==> config.mk <==
export PLATFORM = sky130hd
export DESIGN_NAME = mesi_cache
export DESIGN_NICKNAME = d
export VERILOG_FILES = /design/src/rtl/mesi_pkg.sv /design/src/rtl/mesi_line_array.sv /design/src/rtl/mesi_snoop_resp.sv /design/src/rtl/mesi_ctrl.sv /design/src/rtl/mesi_cache.sv
export SDC_FILE = /design/constraint.sdc
export NUM_CORES = 1
export LEC_CHECK = 0
export ABC_AREA = 1
export BUFFER_PORTS_ARGS = -buffer_cell sky130_fd_sc_hd__buf_2
export CELL_PAD_IN_SITES_DETAIL_PLACEMENT = 1
export CELL_PAD_IN_SITES_GLOBAL_PLACEMENT = 2
export CORE_MARGIN = 1
export CORE_UTILIZATION = 35
export DETAILED_ROUTE_END_ITERATION = 8
export HOLD_SLACK_MARGIN = 0.03
export PLACE_DENSITY = 0.94
export SETUP_SLACK_MARGIN = 0.05
export SYNTH_ARGS = -nofsm -noshare
export SYNTH_HDL_FRONTEND = slang
export SYNTH_SLANG_ARGS = --single-unit
==> constraint.sdc <==
create_clock -name clk_i -period 4.95 [get_ports clk_i]
set_input_delay 0.2475 -clock clk_i [delete_from_list [all_inputs] [get_ports clk_i]]
set_output_delay 0.2475 -clock clk_i [all_outputs]
set_load 0.01 [all_outputs]
==> src/rtl/mesi_pkg.sv <==
package mesi_pkg;
  typedef enum logic [1:0] {
    LS_INV = 2'd0,
    LS_SHR = 2'd1,
    LS_EXC = 2'd2,
    LS_MOD = 2'd3
  } line_st_e;

  typedef enum logic [1:0] {
    BC_NONE = 2'd0,
    BC_RD   = 2'd1,
    BC_RDX  = 2'd2,
    BC_WB   = 2'd3
  } bus_cmd_e;

  typedef enum logic [1:0] {
    C_IDLE = 2'd0,
    C_WB   = 2'd1,
    C_BUS  = 2'd2
  } ctrl_st_e;
endpackage

==> src/rtl/mesi_line_array.sv <==
module mesi_line_array
  import mesi_pkg::*;
#(
  parameter int LINES  = 4,
  parameter int TAG_W  = 2,
  parameter int DATA_W = 16,
  localparam int IDX_W = (LINES > 1) ? $clog2(LINES) : 1
) (
  input  logic              clk_i,
  input  logic              rst_ni,
  input  logic [IDX_W-1:0]  a_idx_i,
  output line_st_e          a_st_o,
  output logic [TAG_W-1:0]  a_tag_o,
  output logic [DATA_W-1:0] a_data_o,
  input  logic [IDX_W-1:0]  b_idx_i,
  output line_st_e          b_st_o,
  output logic [TAG_W-1:0]  b_tag_o,
  output logic [DATA_W-1:0] b_data_o,
  input  logic              c_we_i,
  input  logic [IDX_W-1:0]  c_idx_i,
  input  line_st_e          c_st_i,
  input  logic [TAG_W-1:0]  c_tag_i,
  input  logic [DATA_W-1:0] c_data_i,
  input  logic              s_we_i,
  input  logic [IDX_W-1:0]  s_idx_i,
  input  line_st_e          s_st_i
);
  line_st_e          st_q   [LINES];
  logic [TAG_W-1:0]  tag_q  [LINES];
  logic [DATA_W-1:0] data_q [LINES];

  for (genvar i = 0; i < LINES; i++) begin : g_line
    // controller port wins over snoop port on the same line
    always_ff @(posedge clk_i or negedge rst_ni) begin
      if (!rst_ni) begin
        st_q[i]   <= LS_INV;
        tag_q[i]  <= '0;
        data_q[i] <= '0;
      end else if (c_we_i && c_idx_i == IDX_W'(i)) begin
        st_q[i]   <= c_st_i;
        tag_q[i]  <= c_tag_i;
        data_q[i] <= c_data_i;
      end else if (s_we_i && s_idx_i == IDX_W'(i)) begin
        st_q[i]   <= s_st_i;
      end
    end
  end

  assign a_st_o   = st_q[a_idx_i];
  assign a_tag_o  = tag_q[a_idx_i];
  assign a_data_o = data_q[a_idx_i];
  assign b_st_o   = st_q[b_idx_i];
  assign b_tag_o  = tag_q[b_idx_i];
  assign b_data_o = data_q[b_idx_i];
endmodule

==> src/rtl/mesi_snoop_resp.sv <==
module mesi_snoop_resp
  import mesi_pkg::*;
#(
  parameter int TAG_W  = 2,
  parameter int DATA_W = 16
) (
  input  logic              snp_valid_i,
  input  logic [1:0]        snp_cmd_i,
  input  logic [TAG_W-1:0]  snp_tag_i,
  input  line_st_e          line_st_i,
  input  logic [TAG_W-1:0]  line_tag_i,
  input  logic [DATA_W-1:0] line_data_i,
  output logic              shared_o,
  output logic              flush_o,
  output logic [DATA_W-1:0] data_o,
  output logic              upd_we_o,
  output line_st_e          upd_st_o
);
  logic hit, is_rd, is_rdx;

  always_comb begin
    hit      = snp_valid_i && (line_st_i != LS_INV) && (line_tag_i == snp_tag_i);
    is_rd    = (snp_cmd_i == BC_RD);
    is_rdx   = (snp_cmd_i == BC_RDX);
    shared_o = hit && is_rd;
    flush_o  = hit && (is_rd || is_rdx) && (line_st_i == LS_MOD);
    data_o   = (shared_o || flush_o) ? line_data_i : '0;
    upd_we_o = hit && (is_rd || is_rdx);
    upd_st_o = is_rd ? LS_SHR : LS_INV;
  end
endmodule

==> src/rtl/mesi_ctrl.sv <==
module mesi_ctrl
  import mesi_pkg::*;
#(
  parameter int ADDR_W = 6,
  parameter int DATA_W = 16,
  parameter int LINES  = 4,
  localparam int IDX_W = (LINES > 1) ? $clog2(LINES) : 1,
  localparam int TAG_W = ADDR_W - IDX_W
) (
  input  logic              clk_i,
  input  logic              rst_ni,
  input  logic              cpu_req_i,
  input  logic              cpu_we_i,
  input  logic [ADDR_W-1:0] cpu_addr_i,
  input  logic [DATA_W-1:0] cpu_wdata_i,
  output logic [DATA_W-1:0] cpu_rdata_o,
  output logic              cpu_done_o,
  output logic              bus_req_o,
  output logic [1:0]        bus_cmd_o,
  output logic [ADDR_W-1:0] bus_addr_o,
  output logic [DATA_W-1:0] bus_data_o,
  input  logic              bus_gnt_i,
  input  logic [DATA_W-1:0] bus_data_i,
  input  logic              bus_shared_i,
  input  logic              snp_valid_i,
  output logic [IDX_W-1:0]  lk_idx_o,
  input  line_st_e          lk_st_i,
  input  logic [TAG_W-1:0]  lk_tag_i,
  input  logic [DATA_W-1:0] lk_data_i,
  output logic              wr_we_o,
  output logic [IDX_W-1:0]  wr_idx_o,
  output line_st_e          wr_st_o,
  output logic [TAG_W-1:0]  wr_tag_o,
  output logic [DATA_W-1:0] wr_data_o
);
  ctrl_st_e          st_q, st_d;
  logic              req_we_q;
  logic [ADDR_W-1:0] req_addr_q;
  logic [DATA_W-1:0] req_wdata_q;
  logic              done_q;
  logic [DATA_W-1:0] rdata_q;

  logic              idle, accept, hit, fast_hit, fill_done;
  logic [ADDR_W-1:0] cur_addr;
  logic [TAG_W-1:0]  cur_tag;

  assign idle     = (st_q == C_IDLE);
  assign cur_addr = idle ? cpu_addr_i : req_addr_q;
  assign cur_tag  = cur_addr[ADDR_W-1:IDX_W];
  assign lk_idx_o = cur_addr[IDX_W-1:0];
  assign hit      = (lk_st_i != LS_INV) && (lk_tag_i == cur_tag);
  assign accept   = idle && cpu_req_i && !done_q && !snp_valid_i;
  assign fast_hit = hit && (!cpu_we_i || lk_st_i == LS_EXC || lk_st_i == LS_MOD);
  assign fill_done = (st_q == C_BUS) && bus_gnt_i;

  always_comb begin
    st_d       = st_q;
    bus_req_o  = 1'b0;
    bus_cmd_o  = BC_NONE;
    bus_addr_o = req_addr_q;
    bus_data_o = req_wdata_q;
    wr_we_o    = 1'b0;
    wr_idx_o   = lk_idx_o;
    wr_st_o    = lk_st_i;
    wr_tag_o   = lk_tag_i;
    wr_data_o  = lk_data_i;
    unique case (st_q)
      C_IDLE: begin
        if (accept) begin
          if (fast_hit) begin
            if (cpu_we_i) begin
              wr_we_o   = 1'b1;
              wr_st_o   = LS_MOD;
              wr_data_o = cpu_wdata_i;
            end
          end else if (!hit && lk_st_i == LS_MOD) begin
            st_d = C_WB;
          end else begin
            st_d = C_BUS;
          end
        end
      end
      C_WB: begin
        // victim may have been downgraded or invalidated by a snoop meanwhile
        if (lk_st_i != LS_MOD) begin
          st_d = C_BUS;
        end else begin
          bus_req_o  = 1'b1;
          bus_cmd_o  = BC_WB;
          bus_addr_o = {lk_tag_i, lk_idx_o};
          bus_data_o = lk_data_i;
          if (bus_gnt_i) begin
            wr_we_o = 1'b1;
            wr_st_o = LS_INV;
            st_d    = C_BUS;
          end
        end
      end
      C_BUS: begin
        bus_req_o = 1'b1;
        bus_cmd_o = req_we_q ? BC_RDX : BC_RD;
        if (bus_gnt_i) begin
          wr_we_o   = 1'b1;
          wr_tag_o  = cur_tag;
          wr_st_o   = req_we_q ? LS_MOD : (bus_shared_i ? LS_SHR : LS_EXC);
          wr_data_o = req_we_q ? req_wdata_q : bus_data_i;
          st_d      = C_IDLE;
        end
      end
      default: st_d = C_IDLE;
    endcase
  end

  always_ff @(posedge clk_i or negedge rst_ni) begin
    if (!rst_ni) begin
      st_q        <= C_IDLE;
      req_we_q    <= 1'b0;
      req_addr_q  <= '0;
      req_wdata_q <= '0;
      done_q      <= 1'b0;
      rdata_q     <= '0;
    end else begin
      st_q   <= st_d;
      done_q <= (accept && fast_hit) || fill_done;
      if (accept) begin
        req_we_q    <= cpu_we_i;
        req_addr_q  <= cpu_addr_i;
        req_wdata_q <= cpu_wdata_i;
      end
      if (accept && fast_hit && !cpu_we_i) rdata_q <= lk_data_i;
      else if (fill_done && !req_we_q)     rdata_q <= bus_data_i;
    end
  end

  assign cpu_done_o  = done_q;
  assign cpu_rdata_o = rdata_q;
endmodule

==> src/rtl/mesi_cache.sv <==
module mesi_cache
  import mesi_pkg::*;
#(
  parameter int ADDR_W = 6,
  parameter int DATA_W = 16,
  parameter int LINES  = 4
) (
  input  logic              clk_i,
  input  logic              rst_ni,
  input  logic              cpu_req_i,
  input  logic              cpu_we_i,
  input  logic [ADDR_W-1:0] cpu_addr_i,
  input  logic [DATA_W-1:0] cpu_wdata_i,
  output logic [DATA_W-1:0] cpu_rdata_o,
  output logic              cpu_done_o,
  output logic              bus_req_o,
  output logic [1:0]        bus_cmd_o,
  output logic [ADDR_W-1:0] bus_addr_o,
  output logic [DATA_W-1:0] bus_data_o,
  input  logic              bus_gnt_i,
  input  logic [DATA_W-1:0] bus_data_i,
  input  logic              bus_shared_i,
  input  logic              snp_valid_i,
  input  logic [1:0]        snp_cmd_i,
  input  logic [ADDR_W-1:0] snp_addr_i,
  output logic              snp_shared_o,
  output logic              snp_flush_o,
  output logic [DATA_W-1:0] snp_data_o
);
  localparam int IDX_W = (LINES > 1) ? $clog2(LINES) : 1;
  localparam int TAG_W = ADDR_W - IDX_W;

  logic [IDX_W-1:0]  lk_idx, wr_idx;
  line_st_e          lk_st, wr_st, sn_st, upd_st;
  logic [TAG_W-1:0]  lk_tag, wr_tag, sn_tag;
  logic [DATA_W-1:0] lk_data, wr_data, sn_data;
  logic              wr_we, upd_we;

  mesi_line_array #(.LINES(LINES), .TAG_W(TAG_W), .DATA_W(DATA_W)) u_array (
    .clk_i    (clk_i),
    .rst_ni   (rst_ni),
    .a_idx_i  (lk_idx),
    .a_st_o   (lk_st),
    .a_tag_o  (lk_tag),
    .a_data_o (lk_data),
    .b_idx_i  (snp_addr_i[IDX_W-1:0]),
    .b_st_o   (sn_st),
    .b_tag_o  (sn_tag),
    .b_data_o (sn_data),
    .c_we_i   (wr_we),
    .c_idx_i  (wr_idx),
    .c_st_i   (wr_st),
    .c_tag_i  (wr_tag),
    .c_data_i (wr_data),
    .s_we_i   (upd_we),
    .s_idx_i  (snp_addr_i[IDX_W-1:0]),
    .s_st_i   (upd_st)
  );

  mesi_snoop_resp #(.TAG_W(TAG_W), .DATA_W(DATA_W)) u_snoop (
    .snp_valid_i (snp_valid_i),
    .snp_cmd_i   (snp_cmd_i),
    .snp_tag_i   (snp_addr_i[ADDR_W-1:IDX_W]),
    .line_st_i   (sn_st),
    .line_tag_i  (sn_tag),
    .line_data_i (sn_data),
    .shared_o    (snp_shared_o),
    .flush_o     (snp_flush_o),
    .data_o      (snp_data_o),
    .upd_we_o    (upd_we),
    .upd_st_o    (upd_st)
  );

  mesi_ctrl #(.ADDR_W(ADDR_W), .DATA_W(DATA_W), .LINES(LINES)) u_ctrl (
    .clk_i        (clk_i),
    .rst_ni       (rst_ni),
    .cpu_req_i    (cpu_req_i),
    .cpu_we_i     (cpu_we_i),
    .cpu_addr_i   (cpu_addr_i),
    .cpu_wdata_i  (cpu_wdata_i),
    .cpu_rdata_o  (cpu_rdata_o),
    .cpu_done_o   (cpu_done_o),
    .bus_req_o    (bus_req_o),
    .bus_cmd_o    (bus_cmd_o),
    .bus_addr_o   (bus_addr_o),
    .bus_data_o   (bus_data_o),
    .bus_gnt_i    (bus_gnt_i),
    .bus_data_i   (bus_data_i),
    .bus_shared_i (bus_shared_i),
    .snp_valid_i  (snp_valid_i),
    .lk_idx_o     (lk_idx),
    .lk_st_i      (lk_st),
    .lk_tag_i     (lk_tag),
    .lk_data_i    (lk_data),
    .wr_we_o      (wr_we),
    .wr_idx_o     (wr_idx),
    .wr_st_o      (wr_st),
    .wr_tag_o     (wr_tag),
    .wr_data_o    (wr_data)
  );
endmodule

After elaboration in Yosys (flattened, before gate mapping)
Cells that the tools add are included.
{"block": "word_totals", "reg_bits": 130, "in_bits": 53}
{"block": "classes", "order_cmp": 2, "reduce_logical": 44, "n_bitwise": 2, "mux": 70, "eq_ne": 20}
{"cell": "16-bit 2-to-1 mux", "count": 14}
{"cell": "16-bit binary-select mux with 2-bit select", "count": 2}
{"cell": "2-bit 2-to-1 mux", "count": 28}
{"cell": "16-bit one-hot mux with 2 select lines", "count": 1}
{"cell": "4-bit 2-to-1 mux", "count": 6}
{"cell": "1-bit logical AND", "count": 23}
{"cell": "2-bit == test (second input constant)", "count": 9}
{"cell": "6-bit 2-to-1 mux", "count": 3}
{"cell": "4-bit binary-select mux with 2-bit select", "count": 2}
{"cell": "2-bit nonzero test", "count": 7}
{"cell": "2-bit one-hot mux with 3 select lines", "count": 2}
{"cell": "2-bit binary-select mux with 2-bit select", "count": 2}
{"cell": "2-bit by 1-bit == test with 1-bit output (second input constant)", "count": 4}
{"cell": "4-bit == test", "count": 2}
{"cell": "2-bit != test (second input constant)", "count": 4}
{"cell": "1-bit 2-to-1 mux", "count": 7}
{"cell": "3-bit greater-or-equal comparator (second input constant)", "count": 2}
{"cell": "2-bit zero test", "count": 3}
{"cell": "2-bit inverter with 3-bit output", "count": 2}
{"cell": "1-bit zero test", "count": 5}
{"cell": "1-bit logical OR", "count": 5}
{"cell": "2-bit one-hot mux with 2 select lines", "count": 1}
{"cell": "4-bit AND reduction", "count": 1}
{"cell": "3-bit by 2-bit != test with 1-bit output (second input constant)", "count": 1}
{"cell": "other kinds (2)", "count": 2}

Logic depth before layout (Yosys ltp)
{"block": "logic_depth", "word_depth": 15, "mapped_depth": 23, "ltp_nobuf": 20}

By module
A second synthesis with hierarchy kept.
{"block": "unflattened", "hier_cells": 1199, "area_unflattened_um2": 8381.8}
{"mod": "mesi_line_array", "cells_per_inst": 601, "instances": 1, "area_per_inst_um2": 4554.4}
{"mod": "mesi_ctrl", "cells_per_inst": 538, "instances": 1, "area_per_inst_um2": 3452.1}
{"mod": "mesi_snoop_resp", "cells_per_inst": 60, "instances": 1, "area_per_inst_um2": 375.4}

Least setup slack after synthesis
OpenSTA, ideal clock, no wires.
{"block": "synth_path", "path_type": "register to register", "startpoint": "register u_ctrl.st_q[0]", "endpoint": "register u_array.data_q[40] (netlist bit)", "path_slack_ps": 2402, "path_buffers": 4, "required_ps": 4833, "arrival_ps": 2431, "stages_incl_launch_ff": 23, "period_less_slack_ps": 2548, "cell_sequence": "dfrtp_1 -> inv_1 -> ha_1 -> buf_6 -> inv_4 -> nand2_4 -> nand2_2 -> buf_6 -> nand2_1 -> nand2_1 -> nand2_1 -> nand2_1 -> nand2_1 -> nand2_1 -> nand3_2 -> nor2_4 -> nand3_4 -> nand2_4 -> nand3_2 -> buf_2 -> buf_6 -> nand2_1 -> nand2_1"}
{"block": "synth_via", "elab_chain_cells": 14, "word_cells_on_any_way": 37, "classes_between": "7 x eq/ne; 19 x mux; 1 x bitwise; 10 x reduce/logical"}
{"element": "start: declaration", "line_no": "mesi_ctrl.sv:36", "rtl": "ctrl_st_e st_q, st_d;"}
{"element": "start signal: assignment", "line_no": "mesi_ctrl.sv:123", "rtl": "st_q <= st_d;"}
{"element": "2-bit zero test", "line_no": "mesi_ctrl.sv:47, mesi_ctrl.sv:67"}
{"element": "6-bit 2-to-1 mux", "line_no": "mesi_ctrl.sv:48", "rtl": "assign cur_addr = idle ? cpu_addr_i : req_addr_q;"}
{"element": "2-bit inverter with 3-bit output (not written as such)", "line_no": "mesi_line_array.sv:49, mesi_line_array.sv:50, mesi_line_array.sv:51"}
{"element": "2-bit binary-select mux with 2-bit select", "line_no": "mesi_line_array.sv:49", "rtl": "assign a_st_o = st_q[a_idx_i];"}
{"element": "2-bit 2-to-1 mux (not written as such) (2 in series)", "line_no": "mesi_line_array.sv:49"}
{"element": "2-bit == test", "line_no": "mesi_ctrl.sv:53", "rtl": "assign fast_hit = hit && (!cpu_we_i || lk_st_i == LS_EXC || lk_st_i == LS_MOD);"}
{"element": "1-bit logical OR (2 in series)", "line_no": "mesi_ctrl.sv:53"}
{"element": "1-bit logical AND", "line_no": "mesi_ctrl.sv:53"}
{"element": "1-bit 2-to-1 mux", "line_no": "mesi_ctrl.sv:70", "rtl": "if (fast_hit) begin"}
{"element": "1-bit 2-to-1 mux", "line_no": "mesi_ctrl.sv:69", "rtl": "if (accept) begin"}
{"element": "1-bit one-hot mux with 3 select lines", "line_no": "mesi_ctrl.sv:67", "rtl": "unique case (st_q)"}
{"element": "1-bit logical AND", "line_no": "mesi_line_array.sv:39", "rtl": "end else if (c_we_i && c_idx_i == IDX_W'(i)) begin"}
{"element": "end signal: indexed assignment", "line_no": "mesi_line_array.sv:42", "rtl": "data_q[i] <= c_data_i;"}
{"element": "end: declaration", "line_no": "mesi_line_array.sv:30", "rtl": "logic [DATA_W-1:0] data_q [LINES];"}
Several ways; a longest one is shown, not always the timed one. The select of a mux whose other input is x is not followed.
A chain may end at the register's enable or synchronous reset.

Worst setup path in the final report
{"block": "layout_path", "startpoint": "register u_ctrl.st_q[0]", "endpoint": "register u_array.tag_q[5] (netlist bit)"}
{"block": "layout_via", "elab_chain_cells": 14, "word_cells_on_any_way": 31, "classes_between": "7 x eq/ne; 13 x mux; 1 x bitwise; 10 x reduce/logical"}
{"element": "2-bit zero test", "line_no": "mesi_ctrl.sv:47, mesi_ctrl.sv:67"}
{"element": "6-bit 2-to-1 mux", "line_no": "mesi_ctrl.sv:48"}
{"element": "2-bit inverter with 3-bit output (not written as such)", "line_no": "mesi_line_array.sv:49, mesi_line_array.sv:50"}
{"element": "2-bit binary-select mux with 2-bit select", "line_no": "mesi_line_array.sv:49"}
{"element": "2-bit 2-to-1 mux (not written as such) (2 in series)", "line_no": "mesi_line_array.sv:49"}
{"element": "2-bit == test", "line_no": "mesi_ctrl.sv:53"}
{"element": "1-bit logical OR (2 in series)", "line_no": "mesi_ctrl.sv:53"}
{"element": "1-bit logical AND", "line_no": "mesi_ctrl.sv:53"}
{"element": "1-bit 2-to-1 mux", "line_no": "mesi_ctrl.sv:70"}
{"element": "1-bit 2-to-1 mux", "line_no": "mesi_ctrl.sv:69"}
{"element": "1-bit one-hot mux with 3 select lines", "line_no": "mesi_ctrl.sv:67"}
{"element": "1-bit logical AND", "line_no": "mesi_line_array.sv:39"}
{"element": "end signal: indexed assignment", "line_no": "mesi_line_array.sv:41", "rtl": "tag_q[i] <= c_tag_i;"}
{"element": "end: declaration", "line_no": "mesi_line_array.sv:29", "rtl": "logic [TAG_W-1:0] tag_q [LINES];"}
Several ways; a longest one is shown, not always the timed one. The select of a mux whose other input is x is not followed.

==> metrics <==
post-synthesis cell type count=39; area of the core=21800 µm²; Max VDD drop=267 µV; Avg WL per Cell=18.6 µm; DR vias=7909; Syn Area/Cell=6.97 µm²; max cap viols=0; flops & latches, synth=130; post-layout minimum cycle time=4.56 ns; syn_nets=1174; final net count=1268; Final HPWL DP=20.2 mm; CP Class=reg -> reg; PortBufs=112; share of cells above drive strength 1=15.3%; H-Tree Level Count=4; Seq/Total Area, Yosys=41.8%; switching part of the total=49.0%; Top FF cell, synth=dfrtp_1; grt ovf=0; CTS tree=built; initial DRC count=523; RSZ-0062 raised after global routing=no; Initial Util=35.6%; Root Buffer Master=clkbuf_16; CTS sink cnt=130; initial antenna violation count=0; Slew HR=44.8%; CTS Buf Count=17; Setup violations, final=0; Antenna Cells=0; maximum buffer depth of the clock tree=2; met3 GRT Util=4.91%; Post CTS Setup Buffer Count=0; sequential share of power=28.1%; global-route wire length before repair=45.1 mm; TritonRoute pass-1 iters=5; CP Data Arrival Time=4.90 ns; Final WS setup=0.389 ns; Worst path max stage delay=0.57 ns; CP endpoint kind=flop; Place WS=0.425 ns; final setup TNS=0 ns; Pwr Density=740 nW/µm²; Clock Skews=0.0101 ns; P_sw=3.32 mW; Worst setup SP type=flop; gp weighted congestion=0.821; clock share of power=20.0%; crit path cell chain=inv_1, ha_1, inv_4, nand2_4, nand2_2, nand2_2, nor2_1, nor2_1, nand2_1, nand2_1, nand3_2, nor2_4, nand3_4, nand2_4, nand3_2, clkinv_2, nand2_1, o21ai_1; Die Height=151 µm; CP most frequent cell=nand2_1; clk_lat worst skew=0.43 ns; Tcrit/Tclk final=92.1%; Mapped Area=7780 µm²; # IOs=113; final WL=27.9 mm; M2 GR Usage=38.3%; asr flop ratio synth=100%; largest net degree at the start of global routing=55; Mapped Cells=1116; commonest non-fill, non-tap cell in the layout=nand2_1; P_leak=4.96 nW; Max Fclk=219 MHz; Post-DP Area=8520 µm²; Crit-path slowest cell=ha_1; cell area after layout=9150 µm²; num rows=54; WP data required=5.29 ns; Syn. warnings=0; combinational power share=51.9%; vias in the first global route=7962; Layout area overhead=17.7%; worst slew pin tran=0.825 ns; status=complete, no violations; Post-synth EDFFs=0; total die area=22800 µm²; clock slew seen by the registers of the worst setup and hold paths=0.06 ns; min-delay worst type=in -> reg; global route hottest layer=met2; Vias/cell=5.26; met1 GRT Util=38.3%; Finished Core Util=41.9%; internal power=3.45 mW; DRC violations left=0; remaining antenna violation count=0; critical path peak fanout=26; commonest cells after routing, fill and taps aside=nand2_1 (433), dfrtp_1 (130), inv_1 (118), buf_2 (111), o21ai_0 (98); Total GRT Usage=25.9%; die width=151 µm; Final Max Slew Viols=0; Hold Fails Final Rpt=0
## area by class of cell
type | count | area (µm²)
multi-input cells | 801 | 3740
clock buffers | 23 | 468
well taps | 280 | 350
flip-flops and latches | 130 | 3250
fillers | 2837 | 12700
inverters | 131 | 498
clock inverters | 9 | 153
repair buffers | 129 | 693
## power groups by stage
stage	clock [mW]	sequential (mW)	combinational [mW]
6_report	1.35	1.90	3.52
5_1_grt	1.41	1.96	3.94
4_1_cts	1.37	1.89	3.49
3_5_place_dp	0	1.90	3.44
3_3_place_gp	0	1.88	3.36
2_1_floorplan	0	1.83	2.28
## critical path: cells and delay by family (launching register included)
family	cells	cell delay, ns
DFF	1	0.42
adders and majority gates	1	0.57
and+or+nand+nor	13	2.58
AOI/OAI and AO/OA	1	0.11
buffers and inverters	3	0.75
## Yosys cell counts, types with 3 or more instances
library cell | instances | area share (%)
o22ai_1 | 31 | 2.5
buf_6 | 6 | 0.87
clkbuf_1 | 25 | 1.2
ha_1 | 5 | 0.80
xor2_1 | 4 | 0.45
buf_4 | 8 | 0.77
nand3_1 | 71 | 4.6
buf_2 | 12 | 0.77
nand2_4 | 3 | 0.43
nand2_1 | 433 | 21
nand2_2 | 4 | 0.32
a21oi_1 | 21 | 1.4
nor2_1 | 21 | 1.0
o21ai_0 | 98 | 6.3
inv_2 | 9 | 0.43
a22oi_1 | 24 | 2.3
nor3_1 | 15 | 0.97
o21ai_1 | 30 | 1.9
nand3b_1 | 4 | 0.39
inv_1 | 118 | 5.7
nand3_2 | 7 | 0.90
dfrtp_1 | 130 | 42
nand4_1 | 17 | 1.4
clkinv_1 | 3 | 0.14
## final timing paths
kind                                    start                    to  slack [ns]  depth (start not counted)
max                            u_ctrl.st_q[0]      u_array.tag_q[5]        0.39                         18
min                             cpu_addr_i[1]  u_ctrl.req_addr_q[1]        0.05                          3
max reg2reg                    u_ctrl.st_q[0]      u_array.tag_q[5]        0.39                         18
min reg2reg                u_array.data_q[52]    u_array.data_q[52]        0.48                          2
max in group asynchronous              rst_ni  u_ctrl.req_addr_q[4]        3.47                          3
min in group asynchronous              rst_ni    u_array.data_q[60]        0.34                          2
## stage by stage
step | total power, mW | instances | hold slack (ns)
finish | 6.77 | 1503 | 0.0481
CTS | 6.75 | 1503 | 0.0438
detailed placement | 5.34 | 1470 | 0.263
floorplan | 4.11 | 1116 | -0.0481
global placement | 5.24 | 1470 | 0.255
global route | 7.31 | 1503 | 0.0687
## routing by layer
layer	share of wire [%]	up-vias	routed length [µm]
met5	0	-	0
met4	1.4	0	403
met3	5.3	35	1470
li1	-	3804	-
met1	50	3868	13900
met2	44	202	12200
## kinds of logic after synthesis
logic type | after synthesis | share of synthesized area (%)
xor gates and xnor gates | 4 | 0.450
AOI/OAI and AO/OA | 211 | 15.2
DFF | 130 | 41.8
adders and majority gates | 5 | 0.804
buffers and inverters | 185 | 10.1
and+or+nand+nor | 581 | 31.5
## registers in the layout, summed over array words and instances (netlist names)
register            cells
u_array.data_q         64
u_array.st_q            8
u_array.tag_q          16
u_ctrl.cpu_done_o       1
u_ctrl.cpu_rdata_o     16
u_ctrl.req_addr_q       6
u_ctrl.req_wdata_q     16
u_ctrl.req_we_q         1
u_ctrl.st_q             2
## timing repair
| action | CTS | global route |
|---|---|---|
| gates resized for setup | 0 | 3 |
| endpoints found under the hold margin | 37 | 0 |
| endpoints found under the setup margin | 0 | 22 |
| hold buffers | 1 | 0 |
No activity file was read; power rests on OpenSTA's default activity.
